$ cat src/rtl/ecc_gbx_pkg.sv
`timescale 1ns/1ps
package ecc_gbx_pkg;
  localparam int WORD_W = 64;
  localparam int CHK_W  = 8;
  localparam int HAM_W  = 7;
  localparam int MAX_POS = 71;

  typedef enum logic {PH_FILL = 1'b0, PH_SEND = 1'b1} phase_t;

  // XOR of the code positions of all set data bits
  function automatic logic [HAM_W-1:0] ham_bits(input logic [WORD_W-1:0] d);
    logic [HAM_W-1:0] acc;
    int pos;
    acc = '0;
    pos = 3;
    for (int i = 0; i < WORD_W; i++) begin
      if ((pos & (pos - 1)) == 0) pos++;
      if (d[i]) acc = acc ^ HAM_W'(pos);
      pos++;
    end
    return acc;
  endfunction

  // Flip the data bit living at code position syn (if it is a data position)
  function automatic logic [WORD_W-1:0] flip_at(input logic [WORD_W-1:0] d,
                                                input logic [HAM_W-1:0] syn);
    logic [WORD_W-1:0] r;
    int pos;
    r = d;
    pos = 3;
    for (int i = 0; i < WORD_W; i++) begin
      if ((pos & (pos - 1)) == 0) pos++;
      if (HAM_W'(pos) == syn) r[i] = ~d[i];
      pos++;
    end
    return r;
  endfunction
endpackage

$ cat src/rtl/ecc_gbx_word_dec.sv
`timescale 1ns/1ps
module ecc_gbx_word_dec
  import ecc_gbx_pkg::*;
(
  input  logic [WORD_W-1:0] raw_d,
  input  logic [CHK_W-1:0]  raw_c,
  output logic [WORD_W-1:0] fix_d,
  output logic              err_ce,
  output logic              err_ue
);
  logic [HAM_W-1:0] syn;
  logic             par_odd;

  assign syn     = ham_bits(raw_d) ^ raw_c[HAM_W-1:0];
  assign par_odd = (^raw_d) ^ (^raw_c);

  always_comb begin
    fix_d  = raw_d;
    err_ce = 1'b0;
    err_ue = 1'b0;
    if (par_odd) begin
      if (syn > HAM_W'(MAX_POS)) begin
        err_ue = 1'b1;
      end else begin
        err_ce = 1'b1;
        fix_d  = flip_at(raw_d, syn);
      end
    end else if (syn != '0) begin
      err_ue = 1'b1;
    end
  end
endmodule

$ cat src/rtl/ecc_gbx_beat_seq.sv
`timescale 1ns/1ps
module ecc_gbx_beat_seq
  import ecc_gbx_pkg::*;
#(
  parameter int MEM_BEATS = 2,
  parameter int OUT_BEATS = 4,
  localparam int FILL_W = (MEM_BEATS > 1) ? $clog2(MEM_BEATS) : 1,
  localparam int BEAT_W = (OUT_BEATS > 1) ? $clog2(OUT_BEATS) : 1
) (
  input  logic              clk,
  input  logic              rst,
  input  logic              mem_vld,
  input  logic              out_ready,
  output logic              wr_en,
  output logic [FILL_W-1:0] wr_slot,
  output logic              busy,
  output logic              out_valid,
  output logic [BEAT_W-1:0] beat_idx,
  output logic              out_last
);
  localparam logic [FILL_W-1:0] FILL_END = FILL_W'(MEM_BEATS - 1);
  localparam logic [BEAT_W-1:0] BEAT_END = BEAT_W'(OUT_BEATS - 1);

  phase_t            phase_q;
  logic [FILL_W-1:0] fill_q;
  logic [BEAT_W-1:0] beat_q;

  assign busy      = (phase_q == PH_SEND);
  assign out_valid = busy;
  assign wr_en     = mem_vld && !busy;
  assign wr_slot   = fill_q;
  assign beat_idx  = beat_q;
  assign out_last  = busy && (beat_q == BEAT_END);

  always_ff @(posedge clk) begin
    if (rst) begin
      phase_q <= PH_FILL;
      fill_q  <= '0;
      beat_q  <= '0;
    end else if (phase_q == PH_FILL) begin
      if (mem_vld) begin
        if (fill_q == FILL_END) begin
          fill_q  <= '0;
          beat_q  <= '0;
          phase_q <= PH_SEND;
        end else begin
          fill_q <= fill_q + 1'b1;
        end
      end
    end else if (out_ready) begin
      if (beat_q == BEAT_END) begin
        phase_q <= PH_FILL;
        beat_q  <= '0;
      end else begin
        beat_q <= beat_q + 1'b1;
      end
    end
  end


  stall_hold_chk: assert property (@(posedge clk) disable iff (rst)
    out_valid && !out_ready |=> out_valid && $stable(beat_idx));


  busy_fill_frozen_chk: assert property (@(posedge clk) disable iff (rst)
    busy && mem_vld |=> $stable(fill_q));


  send_starts_low_chk: assert property (@(posedge clk) disable iff (rst)
    $rose(out_valid) |-> beat_idx == '0);
endmodule

$ cat src/rtl/ecc_gbx_line_buf.sv
`timescale 1ns/1ps
module ecc_gbx_line_buf
  import ecc_gbx_pkg::*;
#(
  parameter int MEM_WORDS = 4,
  parameter int MEM_BEATS = 2,
  parameter int BUS_WORDS = 2,
  localparam int LINE_WORDS = MEM_WORDS * MEM_BEATS,
  localparam int OUT_BEATS  = LINE_WORDS / BUS_WORDS,
  localparam int FILL_W = (MEM_BEATS > 1) ? $clog2(MEM_BEATS) : 1,
  localparam int BEAT_W = (OUT_BEATS > 1) ? $clog2(OUT_BEATS) : 1,
  localparam int IDX_W  = (LINE_WORDS > 1) ? $clog2(LINE_WORDS) : 1
) (
  input  logic                          clk,
  input  logic                          rst,
  input  logic                          wr_en,
  input  logic [FILL_W-1:0]             wr_slot,
  input  logic [MEM_WORDS*WORD_W-1:0]   fix_d,
  input  logic [MEM_WORDS-1:0]          word_ce,
  input  logic [MEM_WORDS-1:0]          word_ue,
  input  logic [BEAT_W-1:0]             beat_idx,
  output logic [BUS_WORDS*WORD_W-1:0]   beat_data,
  output logic                          line_ue,
  output logic                          ce_sticky
);
  logic [WORD_W-1:0] words_q [LINE_WORDS];
  logic              first_slot;

  assign first_slot = (wr_slot == '0);

  always_ff @(posedge clk) begin
    if (rst) begin
      for (int k = 0; k < LINE_WORDS; k++) words_q[k] <= '0;
    end else if (wr_en) begin
      for (int k = 0; k < LINE_WORDS; k++) begin
        if (wr_slot == FILL_W'(k / MEM_WORDS))
          words_q[k] <= fix_d[(k % MEM_WORDS)*WORD_W +: WORD_W];
      end
    end
  end

  always_ff @(posedge clk) begin
    if (rst) begin
      line_ue   <= 1'b0;
      ce_sticky <= 1'b0;
    end else if (wr_en) begin
      line_ue   <= (first_slot ? 1'b0 : line_ue) | (|word_ue);
      ce_sticky <= ce_sticky | (|word_ce);
    end
  end

  always_comb begin
    for (int b = 0; b < BUS_WORDS; b++)
      beat_data[b*WORD_W +: WORD_W] =
        words_q[IDX_W'(int'(beat_idx) * BUS_WORDS + b)];
  end


  ce_sticky_chk: assert property (@(posedge clk) disable iff (rst)
    ce_sticky |=> ce_sticky);
endmodule

$ cat src/rtl/ecc_read_gearbox.sv
`timescale 1ns/1ps
module ecc_read_gearbox
  import ecc_gbx_pkg::*;
#(
  parameter int MEM_WORDS = 4,
  parameter int MEM_BEATS = 2,
  parameter int BUS_WORDS = 2,
  localparam int MEM_DW = MEM_WORDS * WORD_W,
  localparam int MEM_CW = MEM_WORDS * CHK_W,
  localparam int BUS_DW = BUS_WORDS * WORD_W,
  localparam int OUT_BEATS = (MEM_WORDS * MEM_BEATS) / BUS_WORDS,
  localparam int FILL_W = (MEM_BEATS > 1) ? $clog2(MEM_BEATS) : 1,
  localparam int BEAT_W = (OUT_BEATS > 1) ? $clog2(OUT_BEATS) : 1
) (
  input  logic              clk,
  input  logic              rst,
  input  logic              mem_vld,
  input  logic [MEM_DW-1:0] mem_data,
  input  logic [MEM_CW-1:0] mem_chk,
  output logic              mem_busy,
  output logic              out_valid,
  input  logic              out_ready,
  output logic [BUS_DW-1:0] out_data,
  output logic              out_last,
  output logic              out_ue,
  output logic              ce_flag
);
  logic [MEM_DW-1:0]    fix_d;
  logic [MEM_WORDS-1:0] word_ce;
  logic [MEM_WORDS-1:0] word_ue;
  logic                 wr_en;
  logic [FILL_W-1:0]    wr_slot;
  logic [BEAT_W-1:0]    beat_idx;
  logic                 line_ue;

  for (genvar w = 0; w < MEM_WORDS; w++) begin : g_dec
    ecc_gbx_word_dec u_dec (
      .raw_d  (mem_data[w*WORD_W +: WORD_W]),
      .raw_c  (mem_chk[w*CHK_W +: CHK_W]),
      .fix_d  (fix_d[w*WORD_W +: WORD_W]),
      .err_ce (word_ce[w]),
      .err_ue (word_ue[w])
    );
  end

  ecc_gbx_beat_seq #(
    .MEM_BEATS (MEM_BEATS),
    .OUT_BEATS (OUT_BEATS)
  ) u_seq (
    .clk       (clk),
    .rst       (rst),
    .mem_vld   (mem_vld),
    .out_ready (out_ready),
    .wr_en     (wr_en),
    .wr_slot   (wr_slot),
    .busy      (mem_busy),
    .out_valid (out_valid),
    .beat_idx  (beat_idx),
    .out_last  (out_last)
  );

  ecc_gbx_line_buf #(
    .MEM_WORDS (MEM_WORDS),
    .MEM_BEATS (MEM_BEATS),
    .BUS_WORDS (BUS_WORDS)
  ) u_buf (
    .clk       (clk),
    .rst       (rst),
    .wr_en     (wr_en),
    .wr_slot   (wr_slot),
    .fix_d     (fix_d),
    .word_ce   (word_ce),
    .word_ue   (word_ue),
    .beat_idx  (beat_idx),
    .beat_data (out_data),
    .line_ue   (line_ue),
    .ce_sticky (ce_flag)
  );

  assign out_ue = line_ue && out_last;


  ue_on_last_chk: assert property (@(posedge clk) disable iff (rst)
    out_ue |-> out_last && out_valid);


  data_hold_chk: assert property (@(posedge clk) disable iff (rst)
    out_valid && !out_ready |=> $stable(out_data) && $stable(out_last));


  release_chk: assert property (@(posedge clk) disable iff (rst)
    out_last && out_ready |=> !out_valid && !mem_busy);


  flag_excl_chk: assert property (@(posedge clk) disable iff (rst)
    (word_ce & word_ue) == '0);
endmodule

$ cat config.mk
export PLATFORM = sky130hd
export DESIGN_NAME = ecc_read_gearbox
export DESIGN_NICKNAME = d
export VERILOG_FILES = /design/src/rtl/ecc_gbx_pkg.sv /design/src/rtl/ecc_gbx_word_dec.sv /design/src/rtl/ecc_gbx_beat_seq.sv /design/src/rtl/ecc_gbx_line_buf.sv /design/src/rtl/ecc_read_gearbox.sv
export SDC_FILE = /design/constraint.sdc
export NUM_CORES = 1
export LEC_CHECK = 0
export ABC_CLOCK_PERIOD_IN_PS = 9000
export BUFFER_PORTS_ARGS = -buffer_cell sky130_fd_sc_hd__buf_2
export CAP_MARGIN = 20
export CORE_MARGIN = 2
export CORE_UTILIZATION = 54
export CTS_BUF_LIST = sky130_fd_sc_hd__clkbuf_2
export CTS_CLUSTER_DIAMETER = 100
export DETAILED_ROUTE_END_ITERATION = 12
export PLACE_DENSITY_LB_ADDON = 0.2
export SYNTH_ARGS = -nofsm -noshare
export SYNTH_HDL_FRONTEND = slang
export SYNTH_SLANG_ARGS = --single-unit
$ cat constraint.sdc
create_clock -name clk -period 9 [get_ports clk]
set_input_delay 0.45 -clock clk [delete_from_list [all_inputs] [get_ports clk]]
set_output_delay 0.45 -clock clk [all_outputs]
set_load 0.03 [all_outputs]
# Word level (Yosys, flattened, before mapping)
# Memory sizes are Yosys's and may differ from the RTL's. A register that Yosys moved wholly into a read port is not among the register bits.
# Index checks and enable logic that the tools add are counted.
# totals
reg_bits	6
mem_bits_rw	512
input_bits	292
out_inout_bits	133
word_cells	3383
memories	1
# classes
n_addsub	747
order_cmp	4
n_eq_ne	258
muxes	1323
bitwise	775
n_reduce_logical	270
# memory_table
memory	words	word_bits	read_ports	rd_ports_with_merged_regs	wr	line_no	source
u_buf.words_q	8	64	2	1	8	ecc_gbx_line_buf.sv:26	logic [WORD_W-1:0] words_q [LINE_WORDS];
# op_table
op	n
$mux 32	740
$add 32x2->32 const B	492
$and 32x32->32	248
$logic_not 32->1	248
$sub 32x2->32 const B	248
$eq 7x7->1	252
$mux 64	16
$mux 6	124
$mux 5	60
$mux 1	292
$mux 7	40
$not 3->3	92
$not 1->1	257
$not 4->4	64
$reduce_xor 64->1	4
$not 2->2	64
$not 5->5	24
$mux 4	28
$mux 3	14
$reduce_xor 8->1	4
$add 7x2->7 const B	4
$eq 2x7->1 const A	4
$gt 7x7->1 const B	4
$reduce_bool 7->1	4
17 further kinds	50

# Logic depth before layout (Yosys ltp)
# logic_depth
ltp_word	570
depth_mapped	12
ltp_nobuf	9

# Cells and area by module
# Synthesis repeated with hierarchy kept, for this count alone.
# unflattened
hier_cells	2476
hier_area_um2	33668.5
# modules_own_cells
mod	n_inst	cells_each	area_each_um2	seq_area_each_um2
ecc_gbx_line_buf	1	1251	22077.4	15414.8
ecc_gbx_word_dec at g_dec[1].u_dec ...	2	307	2748.9	0.0
ecc_gbx_word_dec at g_dec[3].u_dec	1	302	3246.9	0.0
ecc_gbx_word_dec at g_dec[0].u_dec	1	287	2653.8	0.0
ecc_gbx_beat_seq	1	21	186.4	80.1
ecc_read_gearbox	1	1	6.3	0.0

# Worst setup path after synthesis
# No wires, ideal clock.
# synth_path
path_kind	reg2reg
startpoint	register u_seq.phase_q (netlist: u_seq.busy)
endpoint	memory u_buf.words_q[4][0] (enable)
setup_ps	1976
t_arrival_ps	4979
required_time_ps	7024
path_slack_ps	2045
path_stages_with_launch	3
n_path_buf	0
period_less_slack_ps	6955
path_cell_list	dfxtp_1 > nand3b_1 > nand2_1
# synth_rtl
item	line_no	source
start: declaration	ecc_gbx_beat_seq.sv:24	phase_t phase_q;
start signal: assignment	ecc_gbx_beat_seq.sv:37	phase_q <= PH_FILL;
start signal: assignment	ecc_gbx_beat_seq.sv:45	phase_q <= PH_SEND;
start signal: assignment	ecc_gbx_beat_seq.sv:52	phase_q <= PH_FILL;
end: declaration	ecc_gbx_line_buf.sv:26	

# Worst setup path after layout
# layout_path
startpoint	register u_seq.beat_q[0] (netlist: u_seq.beat_idx[0])
endpoint	output out_data[90]
# layout_via
elab_chain_cells	2
# layout_lines
item	line_no	source
start: declaration	ecc_gbx_beat_seq.sv:26	logic [BEAT_W-1:0] beat_q;
start signal: assignment	ecc_gbx_beat_seq.sv:55	beat_q <= beat_q + 1'b1;
$add 3x1->3	ecc_gbx_line_buf.sv:55	words_q[IDX_W'(int'(beat_idx) * BUS_WORDS + b)];
$mem_v2 8x64	-	
end: declaration	ecc_read_gearbox.sv:23	output logic [BUS_DW-1:0] out_data,
# No other way between the ends.

==> summary.md <==
| Metric | Value |
|---|---|
| Status | finished clean |
| Synth Area per Inst | 12.61 sq um |
| Fillers | 4342 |
| Post-Synthesis Cells | 2476 |
| Via density | 5.790 |
| Hold Crit Class | in -> reg |
| Tot GR Track Use | 38.36% |
| HP Start | mem_data[196] |
| Worst setup SP type | register |
| Crit Path Category | reg -> out |
| RSZ-0062 raised after global routing | no |
| Fin nets | 3555 |
| Global-route wire length before repair | 161900 um |
| Worst setup EP type | output port |
| Synth Register Bits | 520 |
| Largest net degree at the start of global routing | 132 |
| Site row count | 88 |
| Buffers added on ports | 424 |
| Post-DRT Antenna Nets | 0 |
| Area occupied by multi-input gates | 15220 sq um |
| Drc violations | 0 |
| Longest Clk Path Bufs | 3 |
| Setup TNS | 0 ps |
| CP Data Arrival Time | 3790 ps |
| Critical path's largest stage delay | 860 ps |
| Most instantiated cells after synthesis | 670 x nor2_1, 512 x edfxtp_1, 468 x xnor2_1, 162 x xor2_1, 128 x mux4_2 |
| Net Sw Power | 0.004745 W |
| WL/cell | 27.86 um |
| Syn_nets | 2769 |
| WL final | 114900 um |
| Pwr dens | 264.2 nW/um^2 |
| Core area | 57480 sq um |
| Post-synth EDFFs | 512 |
| CP Max Fanout | 44 |
| Slew Limit Headroom | 19.75% |
| # setup viols final | 0 |
| Register area | 15540 sq um |
| Area contributors post-synth | edfxtp_1 49%, xnor2_1 13%, mux4_2 9.2%, nor2_1 8.1%, xnor3_1 7.7% |
| Antenna violations before repair | 4 |
| Share of cells above drive strength 1 | 24.30% |
| Pleak | 15.06 nW |
| Die span in x | 244.5 um |
| Hpwl dp | 80640 um |
| Ys flop type | edfxtp_1 |
| Sequential cell area fraction in the yosys report | 49.76% |
| Register share of total power | 30.0% |
| Worst slew pin tran | 1191 ps |
| CP required | 8550 ps |
| Layout Cells excl Fill | 4123 |
| Pint | 0.005470 W |
| Yosys warning count | 0 |
| Top-count cell post-synth | nor2_1 |
| Clk_lat worst skew | 1370 ps |
| Placer Congestion | 0.9661 |
| Total gr overflow | 0 |
| DRT Pass-1 Iters | 7 |
| IO Count | 425 |
| Clk sinks | 520 |
| Synthesis-to-finish area growth | 23.82% |
| Max-slew violation count | 0 |
| Total CTS buffers | 135 |
| Clk_skew | 88.69 ps |
| Initial DRC count | 2412 |
| Launch point of the worst path | u_seq.beat_idx[0] |
| Comb power frac | 52.7% |
| Max-Cap Viols | 0 |
| Max Fclk | 235.8 MHz |
| Synth async-reset ratio | 0% |
| Root buffer cell | clkbuf_2 |
| Fin. Hold Viols | 0 |
| Vias in the first global route | 24420 |
| Area leader, netlist | edfxtp_1 |
| CTS tree | yes |
| Total number of vias | 23870 |
| Clock Power Share | 17.3% |
| Die span in y | 244.5 um |
| Placed cell count | 3561 |
| Mapped Area | 31220 sq um |
| H-tree depth | 4 |
| Minimum clock period | 4241 ps |
| Switching Share | 46.45% |
| Initial core utilization | 54.32% |
| Full die area | 59760 sq um |
| Final worst-path cycle share | 47.12% |
| Synth cell types | 50 |
| Worst-path clk slew | 110 ps |
| Slowest-stage cell, CP | buf_4 |
| Post-synth top area share | 49.24% |
| Reg2Reg Launch Point | u_seq.busy |
| Maximum vdd drop | 0.0003622 V |
| Critical Path, Cell by Cell | buf_4 > mux4_2 > buf_2 |
[what timing repair did]
| action | CTS | global route |
|---|---|---|
| hold endpoints to repair | 522 | 0 |
| resized for setup | 0 | 0 |
| buffers inserted | 0 | 0 |
| hold buffers | 328 | 0 |
[logic make-up after synthesis]
| kind of cell | share of synthesized area, % |
|---|---|
| adders and majority gates | 0.04007 |
| xor gates and xnor gates | 26.23 |
| AOI/OAI and AO/OA | 0.7695 |
| DFF | 49.76 |
| and+or+nand+nor | 12.33 |
| muxes | 9.265 |
| buffers and inverters | 1.611 |
[worst paths after layout]
| check | end | slack [ps] | cells after the start |
|---|---|---|---|
| hold / removal | u_buf.words_q[7][4] | 120 | 4 |
| hold reg to reg | u_buf.line_ue | 560 | 2 |
| setup / recovery | out_data[90] | 4760 | 3 |
| setup reg to reg | u_buf.words_q[0][40] | 5660 | 6 |
[power by group through the flow]
stage,logic (W),clock network [W],registers [W]
5_1_grt,0.00564,0.00190,0.00308
2_1_floorplan,0.00363,0,0.00311
6_report,0.00538,0.00177,0.00306
3_3_place_gp,0.00509,0,0.00310
3_5_place_dp,0.00512,0,0.00312
4_1_cts,0.00526,0.00178,0.00306
[metrics by stage]
stage	hold slack [ps]	utilization, %	power [W]	instance area (sq um)	setup WS (ps)
final	123.4	67.26	0.01021	38660	4759
after global routing	34.04	67.25	0.01062	38650	4485
after CTS	0.7536	67.19	0.01011	38620	4564
after detailed placement	545.6	59.25	0.008240	34050	4389
after global placement	474.2	59.19	0.008193	34020	4427
after floorplan	428.2	-	0.006744	31220	2045
[cells in the final DEF (no fill, tap or decap), types with 10 or more instances in the layout]
| cell | count |
|---|---|
| buf_2 | 423 |
| buf_4 | 19 |
| clkbuf_2 | 195 |
| clkinv_1 | 17 |
| dlygate4sd3_1 | 328 |
| edfxtp_1 | 512 |
| mux4_2 | 128 |
| nand2_1 | 49 |
| nand3_1 | 28 |
| nand4_1 | 65 |
| nor2_1 | 670 |
| nor2_2 | 10 |
| nor3_1 | 39 |
| o21ai_1 | 12 |
| xnor2_1 | 466 |
| xnor3_1 | 107 |
| xor2_1 | 162 |
| xor3_1 | 10 |
[cell type report]
| type | count | area share (%) |
|---|---|---|
| multi-input cells | 1828 | 39.37 |
| inverters | 4 | 0.05826 |
| repair buffers | 773 | 14.53 |
| diodes | 4 | 0.02589 |
| clock inverters | 34 | 0.7962 |
| clock buffers | 195 | 2.525 |
| flip-flops and latches | 520 | 40.21 |
| well taps | 765 | 2.476 |
[layer usage]
layer | share of wire (%) | track usage, % | vias to the layer above
met5 | 0 | 0 | -
met4 | 6.9 | 23.74 | 0
met3 | 9.0 | 8.428 | 315
met2 | 49 | 64.53 | 1471
met1 | 35 | 44.95 | 11750
li1 | - | - | 10330
[worst max-delay path, delay by kind of cell (launching register included)]
| family | cells | cell delay [ps] |
|---|---|---|
| flip-flops | 1 | 700 |
| multiplexers | 1 | 690 |
| buffers and inverters | 2 | 1080 |
[flip-flops by register name, indices dropped and copies added, names as in the netlist, named ones only]
signal / cells
u_buf.ce_sticky: 1
u_seq.busy: 1
u_seq.beat_idx: 2
u_buf.line_ue: 1
u_seq.wr_slot: 1
u_buf.words_q: 512
Power figures use the tool's default switching activity.
